## config.mk

```make
export PLATFORM = sky130hd
export DESIGN_NAME = updn_timer
export DESIGN_NICKNAME = d
export VERILOG_FILES = /design/src/rtl/updn_timer_pkg.sv /design/src/rtl/utm_ctrl_reg.sv /design/src/rtl/utm_prescaler.sv /design/src/rtl/utm_counter.sv /design/src/rtl/updn_timer.sv
export SDC_FILE = /design/constraint.sdc
export NUM_CORES = 1
export LEC_CHECK = 0
export BUFFER_PORTS_ARGS = -buffer_cell sky130_fd_sc_hd__buf_2
export CORE_MARGIN = 2
export CORE_UTILIZATION = 61
export DETAILED_ROUTE_END_ITERATION = 8
export PLACE_DENSITY = 0.83
export REMOVE_ABC_BUFFERS = 1
export SLEW_MARGIN = 40
export SYNTH_ARGS = -nofsm -noshare
export SYNTH_HDL_FRONTEND = slang
export SYNTH_HIERARCHICAL = 1
export SYNTH_SLANG_ARGS = --single-unit
```

## constraint.sdc

```tcl
create_clock -name clk -period 4.6 [get_ports clk]
set_input_delay 1.15 -clock clk [delete_from_list [all_inputs] [get_ports clk]]
set_output_delay 1.15 -clock clk [all_outputs]
set_load 0.01 [all_outputs]
```

## src/rtl/updn_timer_pkg.sv

```systemverilog
`timescale 1ns/1ps
// Package: shared field positions, register addresses and the stored
// control-register type for the up/down timer.
// Assumes an 8-bit register port and a counter twice that width.
package updn_timer_pkg;

    localparam int ADDR_W = 3;

    // Control register bit positions
    localparam int CB_RUN    = 7;
    localparam int CB_CLRCAP = 6;
    localparam int CB_CLRCMP = 5;
    localparam int CB_SWCLR  = 4;
    localparam int CB_UP     = 3;

    // Register read/write addresses
    localparam logic [ADDR_W-1:0] RA_CTRL    = 3'd0;
    localparam logic [ADDR_W-1:0] RA_PSC     = 3'd1;
    localparam logic [ADDR_W-1:0] RA_CNT_LO  = 3'd2;
    localparam logic [ADDR_W-1:0] RA_CNT_HI  = 3'd3;
    localparam logic [ADDR_W-1:0] RA_CAP0_LO = 3'd4;
    localparam logic [ADDR_W-1:0] RA_CAP0_HI = 3'd5;
    localparam logic [ADDR_W-1:0] RA_CAP1_LO = 3'd6;
    localparam logic [ADDR_W-1:0] RA_CAP1_HI = 3'd7;

    // Writable control bits that are actually stored
    typedef struct packed {
        logic run_en;
        logic clr_cap;
        logic clr_cmp;
        logic up_sw;
    } tmr_ctrl_t;

endpackage

```

## src/rtl/utm_ctrl_reg.sv

```systemverilog
`timescale 1ns/1ps
// Module: utm_ctrl_reg
// Holds the writable part of the control register and the prescaler
// divider. Bit 4 of a control write is not stored: it becomes a
// one-cycle clear request at the same edge. Read-only bits are
// never stored here.
// Assumes write strobes are synchronous to clk.
module utm_ctrl_reg
    import updn_timer_pkg::*;
#(
    parameter int DATA_W = 8
) (
    input  logic              clk,
    input  logic              rst_n,
    input  logic              wr_en,
    input  logic [ADDR_W-1:0] wr_addr,
    input  logic [DATA_W-1:0] wr_data,
    output tmr_ctrl_t         ctrl,
    output logic [DATA_W-1:0] psc_div,
    output logic              sw_clr
);

    logic ctrl_wr;
    logic psc_wr;

    // Decode which register a write strobe targets
    always_comb begin
        ctrl_wr = wr_en && (wr_addr == RA_CTRL);
        psc_wr  = wr_en && (wr_addr == RA_PSC);
        sw_clr  = ctrl_wr && wr_data[CB_SWCLR];
    end

    // Store the writable control bits
    always_ff @(posedge clk) begin
        if (!rst_n) begin
            ctrl <= '0;
        end else if (ctrl_wr) begin
            ctrl.run_en  <= wr_data[CB_RUN];
            ctrl.clr_cap <= wr_data[CB_CLRCAP];
            ctrl.clr_cmp <= wr_data[CB_CLRCMP];
            ctrl.up_sw   <= wr_data[CB_UP];
        end
    end

    // Store the prescaler divider value
    always_ff @(posedge clk) begin
        if (!rst_n) begin
            psc_div <= '0;
        end else if (psc_wr) begin
            psc_div <= wr_data;
        end
    end

endmodule

```

## src/rtl/utm_prescaler.sv

```systemverilog
`timescale 1ns/1ps
// Module: utm_prescaler
// Down-counting clock divider. A value of N in div gives one tick
// every N+1 running cycles. reload presets the count to div and
// takes priority over running. The count freezes while run is low.
// Assumes div is stable between reloads (a smaller new value takes
// effect at the next terminal count).
module utm_prescaler #(
    parameter int PSC_W = 8
) (
    input  logic             clk,
    input  logic             rst_n,
    input  logic             run,
    input  logic             reload,
    input  logic [PSC_W-1:0] div,
    output logic             tick
);

    logic [PSC_W-1:0] pcnt_q;
    logic             at_zero;

    // Terminal count detection
    always_comb begin
        at_zero = (pcnt_q == '0);
        tick    = run && at_zero;
    end

    // Divider count: reload, wrap at terminal count, or step down
    always_ff @(posedge clk) begin
        if (!rst_n) begin
            pcnt_q <= '0;
        end else if (reload) begin
            pcnt_q <= div;
        end else if (run) begin
            pcnt_q <= at_zero ? div : pcnt_q - PSC_W'(1);
        end
    end

endmodule

```

## src/rtl/utm_counter.sv

```systemverilog
`timescale 1ns/1ps
// Module: utm_counter
// Up/down counter with clear priority over stepping, a set of
// capture registers built by generate, and the wrap tracker.
// A capture copies the value from before the edge. A wrap sets a
// pending flag. A capture into register 0 moves that flag to
// wrap_seen and empties it; a wrap in that same cycle stays pending.
// Assumes tick is already gated by the run condition.
module utm_counter #(
    parameter int CNT_W = 16,
    parameter int NCAP  = 2
) (
    input  logic                       clk,
    input  logic                       rst_n,
    input  logic                       tick,
    input  logic                       up,
    input  logic                       clr,
    input  logic [NCAP-1:0]            cap_trig,
    output logic [CNT_W-1:0]           cnt,
    output logic [NCAP-1:0][CNT_W-1:0] cap_val,
    output logic                       wrap_seen
);

    localparam logic [CNT_W-1:0] CNT_MAX = '1;

    logic step;
    logic wrap_now;
    logic wrap_pend_q;

    // A step happens on a tick unless a clear wins; detect boundary wrap
    always_comb begin
        step     = tick && !clr;
        wrap_now = step && (up ? (cnt == CNT_MAX) : (cnt == '0));
    end

    // Main count register
    always_ff @(posedge clk) begin
        if (!rst_n) begin
            cnt <= '0;
        end else if (clr) begin
            cnt <= '0;
        end else if (step) begin
            cnt <= up ? cnt + CNT_W'(1) : cnt - CNT_W'(1);
        end
    end

    // One capture register per trigger
    for (genvar g = 0; g < NCAP; g++) begin : g_cap
        // Copy the pre-edge count on this trigger
        always_ff @(posedge clk) begin
            if (!rst_n) begin
                cap_val[g] <= '0;
            end else if (cap_trig[g]) begin
                cap_val[g] <= cnt;
            end
        end
    end

    // Pending wrap record, emptied by a capture into register 0
    always_ff @(posedge clk) begin
        if (!rst_n) begin
            wrap_pend_q <= 1'b0;
        end else if (cap_trig[0]) begin
            wrap_pend_q <= wrap_now;
        end else if (wrap_now) begin
            wrap_pend_q <= 1'b1;
        end
    end

    // Visible wrap flag latched at capture-0 time
    always_ff @(posedge clk) begin
        if (!rst_n) begin
            wrap_seen <= 1'b0;
        end else if (cap_trig[0]) begin
            wrap_seen <= wrap_pend_q;
        end
    end

endmodule

```

## src/rtl/updn_timer.sv

```systemverilog
`timescale 1ns/1ps
// Module: updn_timer (top)
// 16-bit up/down timer with prescaler, two capture registers,
// automatic clear on capture or compare-0, one-shot software clear
// and global enable gating. Register reads are combinational.
// Assumes all strobes are single-cycle and synchronous to clk.
module updn_timer
    import updn_timer_pkg::*;
#(
    parameter int DATA_W = 8
) (
    input  logic              clk,
    input  logic              rst_n,
    input  logic              gbl_en,
    input  logic              wr_en,
    input  logic [ADDR_W-1:0] wr_addr,
    input  logic [DATA_W-1:0] wr_data,
    input  logic [ADDR_W-1:0] rd_addr,
    output logic [DATA_W-1:0] rd_data,
    input  logic              cap0_trig,
    input  logic              cap1_trig,
    input  logic              cmp0_match,
    input  logic              hw_dir_force,
    input  logic              hw_dir_up
);

    localparam int CNT_W = 2 * DATA_W;
    localparam int NCAP  = 2;

    tmr_ctrl_t                  ctrl_q;
    logic [DATA_W-1:0]          psc_div;
    logic                       sw_clr;
    logic                       running;
    logic                       cnt_up;
    logic                       clr_any;
    logic                       psc_tick;
    logic [NCAP-1:0]            cap_trig;
    logic [CNT_W-1:0]           cnt;
    logic [NCAP-1:0][CNT_W-1:0] cap_val;
    logic                       wrap_seen;
    logic [DATA_W-1:0]          ctrl_rd;

    // Run gating, direction choice and merged clear sources
    always_comb begin
        cap_trig = {cap1_trig, cap0_trig};
        running  = ctrl_q.run_en && gbl_en;
        cnt_up   = hw_dir_force ? hw_dir_up : ctrl_q.up_sw;
        clr_any  = sw_clr
                 || (ctrl_q.clr_cap && (|cap_trig))
                 || (ctrl_q.clr_cmp && cmp0_match);
    end

    utm_ctrl_reg #(
        .DATA_W (DATA_W)
    ) u_ctrl (
        .clk     (clk),
        .rst_n   (rst_n),
        .wr_en   (wr_en),
        .wr_addr (wr_addr),
        .wr_data (wr_data),
        .ctrl    (ctrl_q),
        .psc_div (psc_div),
        .sw_clr  (sw_clr)
    );

    utm_prescaler #(
        .PSC_W (DATA_W)
    ) u_psc (
        .clk    (clk),
        .rst_n  (rst_n),
        .run    (running),
        .reload (clr_any),
        .div    (psc_div),
        .tick   (psc_tick)
    );

    utm_counter #(
        .CNT_W (CNT_W),
        .NCAP  (NCAP)
    ) u_cnt (
        .clk       (clk),
        .rst_n     (rst_n),
        .tick      (psc_tick),
        .up        (cnt_up),
        .clr       (clr_any),
        .cap_trig  (cap_trig),
        .cnt       (cnt),
        .cap_val   (cap_val),
        .wrap_seen (wrap_seen)
    );

    // Assemble the control register read view
    always_comb begin
        ctrl_rd            = '0;
        ctrl_rd[CB_RUN]    = ctrl_q.run_en;
        ctrl_rd[CB_CLRCAP] = ctrl_q.clr_cap;
        ctrl_rd[CB_CLRCMP] = ctrl_q.clr_cmp;
        ctrl_rd[CB_UP]     = ctrl_q.up_sw;
        ctrl_rd[2]         = cnt_up;
        ctrl_rd[1]         = wrap_seen;
        ctrl_rd[0]         = running;
    end

    // Read data multiplexer
    always_comb begin
        unique case (rd_addr)
            RA_CTRL:    rd_data = ctrl_rd;
            RA_PSC:     rd_data = psc_div;
            RA_CNT_LO:  rd_data = cnt[DATA_W-1:0];
            RA_CNT_HI:  rd_data = cnt[CNT_W-1:DATA_W];
            RA_CAP0_LO: rd_data = cap_val[0][DATA_W-1:0];
            RA_CAP0_HI: rd_data = cap_val[0][CNT_W-1:DATA_W];
            RA_CAP1_LO: rd_data = cap_val[1][DATA_W-1:0];
            RA_CAP1_HI: rd_data = cap_val[1][CNT_W-1:DATA_W];
            default:    rd_data = '0;
        endcase
    end

endmodule

```

* Yosys cells after proc, flatten, opt, wreduce, memory -nomap -nowiden
Cells that the tools add are included.
Cells by class: add/sub/neg operators 3, equality and inequality tests 9, mux-type cells 9, bitwise operators 1, reduce and logical (&&, ||, !) cells 20
Operators with widths (count):
- $pmux 8 s8 | 1
- $mux 8 | 3
- $add 16x1->16 const B | 1
- $eq 16x16->1 const B | 1
- $logic_not 16->1 | 1
- $mux 16 | 1
- $sub 16x1->16 const B | 1
- $eq 3x3->1 const B | 4
- $logic_and 1x1->1 | 9
- $logic_not 8->1 | 1
- $sub 8x1->8 const B | 1
- $eq 3x1->1 const B | 2
- $eq 3x2->1 const B | 2
- $logic_not 3->1 | 2
- $mux 1 | 4
- $reduce_bool 2->1 | 2
- $reduce_or 2->1 | 2
- $logic_or 1x1->1 | 2
- $logic_not 1->1 | 1
- $not 1->1 | 1
Storage, ports and cells: bits in registers 70, output and inout port bits 8, word-level logic and storage cells 53

* Logic depth before layout (Yosys ltp)
Gate-level depths: netlist of run 1.
depth in word-level cells 10, gate-level depth with buffers 10, depth with buffers taken out 9

* Cells and area by module
Netlist of run 1, hierarchy kept.
Modules (own cells, without submodules):
- utm_counter | instances 1, cells each 286, area an instance 2645.0 µm², seq. area each 1001.0 µm²
- updn_timer | instances 1, cells each 75, area an instance 619.3 µm², seq. area each 0.0 µm²
- utm_prescaler | instances 1, cells each 69, area an instance 586.8 µm², seq. area each 160.2 µm²
- utm_ctrl_reg | instances 1, cells each 50, area an instance 491.7 µm², seq. area each 240.2 µm²

* Worst setup path before layout of run 1
No wires, ideal clock.
path type in2reg, from input port hw_dir_force, to register u_cnt.cnt[12], arrival 3507 ps, setup slack 981 ps, cell stages on the path 9, buffers on the path 0, cells stage by stage mux2_2 > inv_1 > ha_1 > nor2b_4 > o2111a_2 > o31a_1 > a221oi_2 > xor2_1 > a2111oi_1
On the way: word-level cells in the longest chain between the ends 2
Ends and longest elaborated chain:
- from (decl) | RTL line updn_timer.sv:23 | input logic hw_dir_force,
- $mux 1 | RTL line updn_timer.sv:47 | cnt_up = hw_dir_force ? hw_dir_up : ctrl_q.up_sw;
- $mux 16 | RTL line utm_counter.sv:43 | cnt <= up ? cnt + CNT_W'(1) : cnt - CNT_W'(1);
- to (signal assigned) | RTL line utm_counter.sv:43
- to (decl) | RTL line utm_counter.sv:19 | output logic [CNT_W-1:0] cnt,
No other way between the ends. A chain may end at the register's enable or synchronous reset.

* Final worst setup path of run 1
from input port rd_addr[0], to output port rd_data[2]
On the way: word-level cells in the longest chain between the ends 2, elaborated cells between the ends (all ways) 9, those cells by class 7 x eq/ne; 1 x mux; 1 x reduce/logical
Ends and longest elaborated chain:
- from (decl) | RTL line updn_timer.sv:18 | input logic [ADDR_W-1:0] rd_addr,
- $eq 3x3->1 (tied with other cells) | RTL line updn_timer.sv:106 | unique case (rd_addr)
- $pmux 8 s8 * | RTL line updn_timer.sv:106
- to (decl) | RTL line updn_timer.sv:19 | output logic [DATA_W-1:0] rd_data,
Every way passes the cells marked *; elsewhere a longest branch is shown, timed or not.

==> results of run 1 <==
-- report_power, final --
group	switching, mW	internal, mW
sequential	0.0106	0.613
clock	0.215	0.233
combinational	0.113	0.0794
total	0.339	0.926
-- routing by layer --
metal  vias to the layer above  GRT usage [%]
li1                       1801              -
met1                      1810           36.2
met2                       166           46.3
met3                        26           4.38
met4                         0           12.1
met5                         -              0
-- placed cells by master (no fill, tap or decap), types with 6 or more instances in the layout --
cell type and count:
a21oi_1 17, o21ai_0 9, nand2_1 35, o21a_1 7, buf_2 30, mux2i_1 65, nor2_1 60, nand3_1 6
a31oi_1 6, a211oi_1 11, dfxtp_1 70, inv_1 13, ha_1 16, nor3b_1 8, xnor2_1 9, o21ai_1 9
clkbuf_8 12
-- final cells by class --
type                       count  area share (%)
inverter                      14            1.12
clock inverter                 1           0.107
timing repair buffer          35            4.01
sequential                    70            30.0
tap                           96            2.57
multi-input combinational    368            58.6
clock buffer                  13            3.61
-- kinds of logic after synthesis --
family	Yosys count	synth area share [%]
DFF	70	32.3
adders and majority gates	17	5.07
xor gates and xnor gates	13	2.62
buffers and inverters	42	4.78
muxes	73	17.9
AOI/OAI and AO/OA	107	18.2
and+or+nand+nor	158	19.1
-- how the worst min path moves through the flow --
stage / cells past startpoint / endpoint / slack, ns / startpoint
6_report: 2 / u_cnt/wrap_pend_q / 0.48 / u_cnt/wrap_pend_q
5_1_grt: 2 / u_ctrl/ctrl[3] / 0.51 / u_ctrl/ctrl[3]
4_1_cts: 2 / u_cnt/wrap_pend_q / 0.47 / u_cnt/wrap_pend_q
3_5_place_dp: 2 / u_cnt/wrap_pend_q / 0.46 / u_cnt/wrap_pend_q
3_3_place_gp: 2 / u_cnt/wrap_pend_q / 0.46 / u_cnt/wrap_pend_q
2_1_floorplan: 2 / u_ctrl/ctrl[3] / 0.44 / u_ctrl/ctrl[3]
-- state kept, by name, indices dropped and copies added, names as in the netlist --
register	flops
u_cnt/cap_val	32
u_cnt/cnt	16
u_cnt/wrap_seen	1
u_psc/pcnt_q	8
u_cnt/wrap_pend_q	1
u_ctrl/psc_div	8
u_ctrl/ctrl	4
-- per-stage QoR --
| step | total power, mW | setup WS, ns | utilization [%] | instance area [sq um] | std cells |
|---|---|---|---|---|---|
| after global placement | 0.821 | 0.693 | 65.9 | 4500 | 583 |
| after detailed placement | 0.825 | 0.610 | 65.9 | 4500 | 583 |
| after global routing | 1.31 | 0.717 | 68.4 | 4680 | 597 |
| after floorplan | 0.759 | 0.971 | - | 4190 | 452 |
| after CTS | 1.26 | 0.810 | 68.4 | 4680 | 597 |
| final | 1.26 | 0.774 | 68.4 | 4680 | 597 |
-- worst max-delay path: cells and delay by family --
kind	cells	cell delay [ns]
compound gates	2	0.36
simple gates	1	0.27
buf+inv	3	0.88
==> flow_summary.ini, run 1 <==
[outcome]
status = finished, final reports clean

[floorplanning]
die_h_um = 88.4
core_area_sq_um = 6830
rows = 30
die_x_um = 88.4
boundaryPins = 31
die_area_sq_um = 7810
start_util_pct = 63.6

[route]
wl_per_cell_um = 18.0
routed-wl-met3_um = 646
via_per_inst = 6.37
firstDrtPassIters = 5
drt_iter0_drc = 364
top_layer = met4
postRouteWirelength_um = 10800
num_vias = 3803
wl_met1_um = 4790
route.detailed.drc = 0
wl_met2_um = 5040
drtAntennaViolNets = 0

[clocking]
postCtsSetupBuffers = 0
cts.path.max_buffers = 2
ctsHoldBuffers = 0
clk-insertion-delay-late_ns = 0.35
cts_resized = 0
clk_pin_slew_worst_paths_ns = 0.07
cts_buffers = 9
cts_tree = done
cts-htree-levels = 3
cts-root-buf = clkbuf_8
cts.sinks = 70

[logic_synthesis]
yosys_register_bits = 70
yosys.cell_count.top_type = dfxtp_1
synth_edf_count = 0
synthFlopType = dfxtp_1
yosysWarnings = 6
syn_area_per_cell_sq_um = 9.05
async_flop_share_pct = 0
yosys-top-cells-area = dfxtp_1, mux2i_1, nor2_1, ha_1, nand2_1
synth_common_cells = dfxtp_1, mux2i_1, nor2_1, nand2_1, a21oi_1
synth_top_area_share_pct = 32.3
yosysTopAreaCell = dfxtp_1
yosysUniqueCellTypes = 82
syn_area_sq_um = 4340
ys_seq_area_share_pct = 32.3
netlist_instances = 480

[cells_and_area]
nFillCells = 536
final_nets = 538
multi_input_area_sq_um = 2740
insertedDiodeCount = 0
register_area_sq_um = 1400
areaGrowthSynthToFinish_pct = 7.66
drive_gt1_share_pct = 15.2

[timing]
layout_min_cycle_time_ns = 3.83
max_freq_mhz = 261
final_hold_viol_count = 0
setup_viol = 0
slew_headroom_pct = 55.5
fin_tns_setup_ns = 0
post-route-period-util_pct = 83.2
max_slew.worst_pin.slew_ns = 0.666
hold-worst-slack_ns = 0.479
rsz0062_at_grt = no
maxSlewViolCount = 0
clock_skew_ns = 0.00808

[critical_path]
crit_required_ns = 3.45
slowest_stage = buf_2
cpPeakStageDelay_ns = 0.44
path_cells = buf_2 > buf_4 > nor3b_1 > a211oi_1 > o22a_1 > buf_2
critPathMaxFanout = 21
worst_setup_path_end_kind = output pin
r2r_start = u_ctrl/ctrl[0]
cp-start-kind = primary input
crit_top_cell = buf_2
crit_start = rd_addr[0]
worst-r2r-setup-slack_ns = 1.53
rr_worst_depth = 9
worstPathArrival_ns = 2.68
endpoint = rd_data[2]
r2r-end = u_cnt/cnt[12]
criticalPathCategory = in2out

[job]
cap_violations = 0

[worst_hold_path]
hold_path_class = reg2reg

[power_and_ir_drop]
p_leak_nw = 1.89
p_per_area_nw_per_um2 = 270
worst_ir_drop_vdd_v = 0.000124

[place]
portBuffers = 30
gp_congestion = 0.970
dpl.hpwl_um = 7560

[global_route]
grt_pass1_wl_um = 16800
grt_pass1_vias = 3457
grt_max_degree = 37
grt_antenna_before_repair = 0
grt_use_total_pct = 27.9
grt_overflow = 0
(Power assumes the default switching activity.)
==> run 2: changes to the inputs <==
==> constraint.sdc (replaced) <==
create_clock -name clk -period 3.7 [get_ports clk]
set_input_delay 0.925 -clock clk [delete_from_list [all_inputs] [get_ports clk]]
set_output_delay 0.925 -clock clk [all_outputs]
set_load 0.01 [all_outputs]
==> flow_summary.ini, run 2 (synthesis gave the netlist of run 1 again) <==
[outcome]
status = finished, final reports clean

[global_route]
grt_use_total_pct = 29.9
grt_pass1_vias = 3660
grt_antenna_before_repair = 0
grt_pass1_wl_um = 18000
grt_max_degree = 37
grt_overflow = 0

[floorplanning]
rows = 30
die_area_sq_um = 7810
start_util_pct = 63.6
die_h_um = 88.4
boundaryPins = 31
die_x_um = 88.4
core_area_sq_um = 6830

[place]
dpl_cell_area_sq_um = 4550
dpl.hpwl_um = 8070
portBuffers = 30
gp_congestion = 0.860

[route]
num_vias = 3902
drt_iter0_drc = 224
firstDrtPassIters = 6
route.detailed.drc = 0
drtAntennaViolNets = 0
wl_per_cell_um = 18.6
postRouteWirelength_um = 11200
via_per_inst = 6.46

[cells_and_area]
final_nets = 544
largest_register_ffs = 32
final_common_cell = dfxtp_1
drive_gt1_share_pct = 16.5
areaGrowthSynthToFinish_pct = 10.1
regMostFlops = u_cnt/cap_val
insertedDiodeCount = 0
multi_input_area_sq_um = 2740
fin_area_sq_um = 4780
nFillCells = 549
top_regs = u_cnt/cap_val: 32 flops, u_cnt/cnt: 16 flops
final_cell_mix = dfxtp_1, mux2i_1, nor2_1
post-route-util_pct = 70.0
register_area_sq_um = 1400

[timing]
max_slew.worst_pin.slew_ns = 0.647
maxSlewViolCount = 0
rsz0062_at_grt = no
final_hold_viol_count = 0
clock_skew_ns = 0.0107
hold-worst-slack_ns = 0.485
max_freq_mhz = 304
setup_viol = 0
slew_headroom_pct = 56.8
fin_tns_setup_ns = 0
layout_min_cycle_time_ns = 3.29
post-route-period-util_pct = 88.9

[critical_path]
path_cells = buf_2 > mux2_2 > inv_1 > buf_4 > ha_1 > a21oi_1 > o211ai_1 > a41oi_1 > o31ai_2 > or4_1 > o211a_1
rr_worst_depth = 10
worst_setup_path_end_kind = flop
endpoint = u_cnt/cnt[15]
crit_buf_inv = 3
criticalPathCategory = in2reg
crit_required_ns = 3.93
cp-start-kind = primary input
crit_start = hw_dir_force
r2r-end = u_cnt/cnt[15]
r2r_start = u_ctrl/ctrl[0]
worstPathArrival_ns = 3.52
critPathTopFamily = compound AO/OA/AOI/OAI gates
slowest_stage = or4_1
cpPeakStageDelay_ns = 0.42
worst-r2r-setup-slack_ns = 0.80
path_depth = 11
critPathMaxFanout = 9

[clocking]
postCtsSetupBuffers = 0
cts_tree = done
cts-htree-levels = 3
clk-insertion-delay-late_ns = 0.34
cts.sinks = 70
cts.path.max_buffers = 2
cts_resized = 0
clk_pin_slew_worst_paths_ns = 0.07
ctsHoldBuffers = 0
cts_buffers = 9
cts-root-buf = clkbuf_8

[worst_hold_path]
hold_path_class = reg2reg

[job]
cap_violations = 0

[power_and_ir_drop]
p_leak_nw = 1.94
p_per_area_nw_per_um2 = 367
worst_ir_drop_vdd_v = 0.000185
## run 2: cell types whose count changed in the layout (fill, tap and decap cells not counted), sizes merged
cell | before | now
bufinv | 0 | 3
clkinvlp | 0 | 1
clkinv | 2 | 3
clkbuf | 13 | 9
buf | 35 | 41
## run 2: worst min-delay path by stage
stage | from | to | slack, ns | cells past startpoint
global route | u_cnt/wrap_pend_q | u_cnt/wrap_pend_q | 0.50 | 2
CTS | u_cnt/wrap_pend_q | u_cnt/wrap_pend_q | 0.48 | 2
floorplan | u_ctrl/ctrl[3] | u_ctrl/ctrl[3] | 0.44 | 2
detailed placement | u_cnt/wrap_pend_q | u_cnt/wrap_pend_q | 0.47 | 2
global placement | u_cnt/wrap_pend_q | u_cnt/wrap_pend_q | 0.46 | 2
finish | u_cnt/wrap_pend_q | u_cnt/wrap_pend_q | 0.48 | 2
## run 2: tightest hold or removal path: cells and delay by family, from the launching register on
family             cells  cell delay (ns)
and+or+nand+nor        1             0.07
AOI/OAI and AO/OA      1             0.06
DFF                    1             0.32
## run 2: power breakdown
part	leakage [nW]	internal [mW]	switching, mW
combinational	1.26	0.103	0.143
sequential	0.565	0.762	0.0134
clock	0.115	0.444	0.292
## run 2: area by class of cell
class	count	share of cell area (%)
Inverter	14	1.10
Clock inverter	6	2.33
Timing Repair Buffer	41	4.87
Sequential cell	70	29.3
Multi-Input combinational cell	368	57.3
Tap cell	96	2.51
Clock buffer	9	2.59
## run 2: metrics by stage
stage / power (mW) / cells / worst slack [ns]
finish: 1.76 / 604 / 0.410
global placement: 1.03 / 589 / 0.164
floorplan: 0.944 / 452 / 0.296
CTS: 1.76 / 604 / 0.420
global route: 1.81 / 604 / 0.300
detailed placement: 1.03 / 589 / 0.0721
## run 2: per-layer routing
metal	global-route usage (%)	vias up	share of wire, %
met5	0	-	0
met4	11.6	0	2.8
met3	4.20	27	4.9
met2	51.6	144	48
met1	37.8	1911	44
li1	-	1820	-
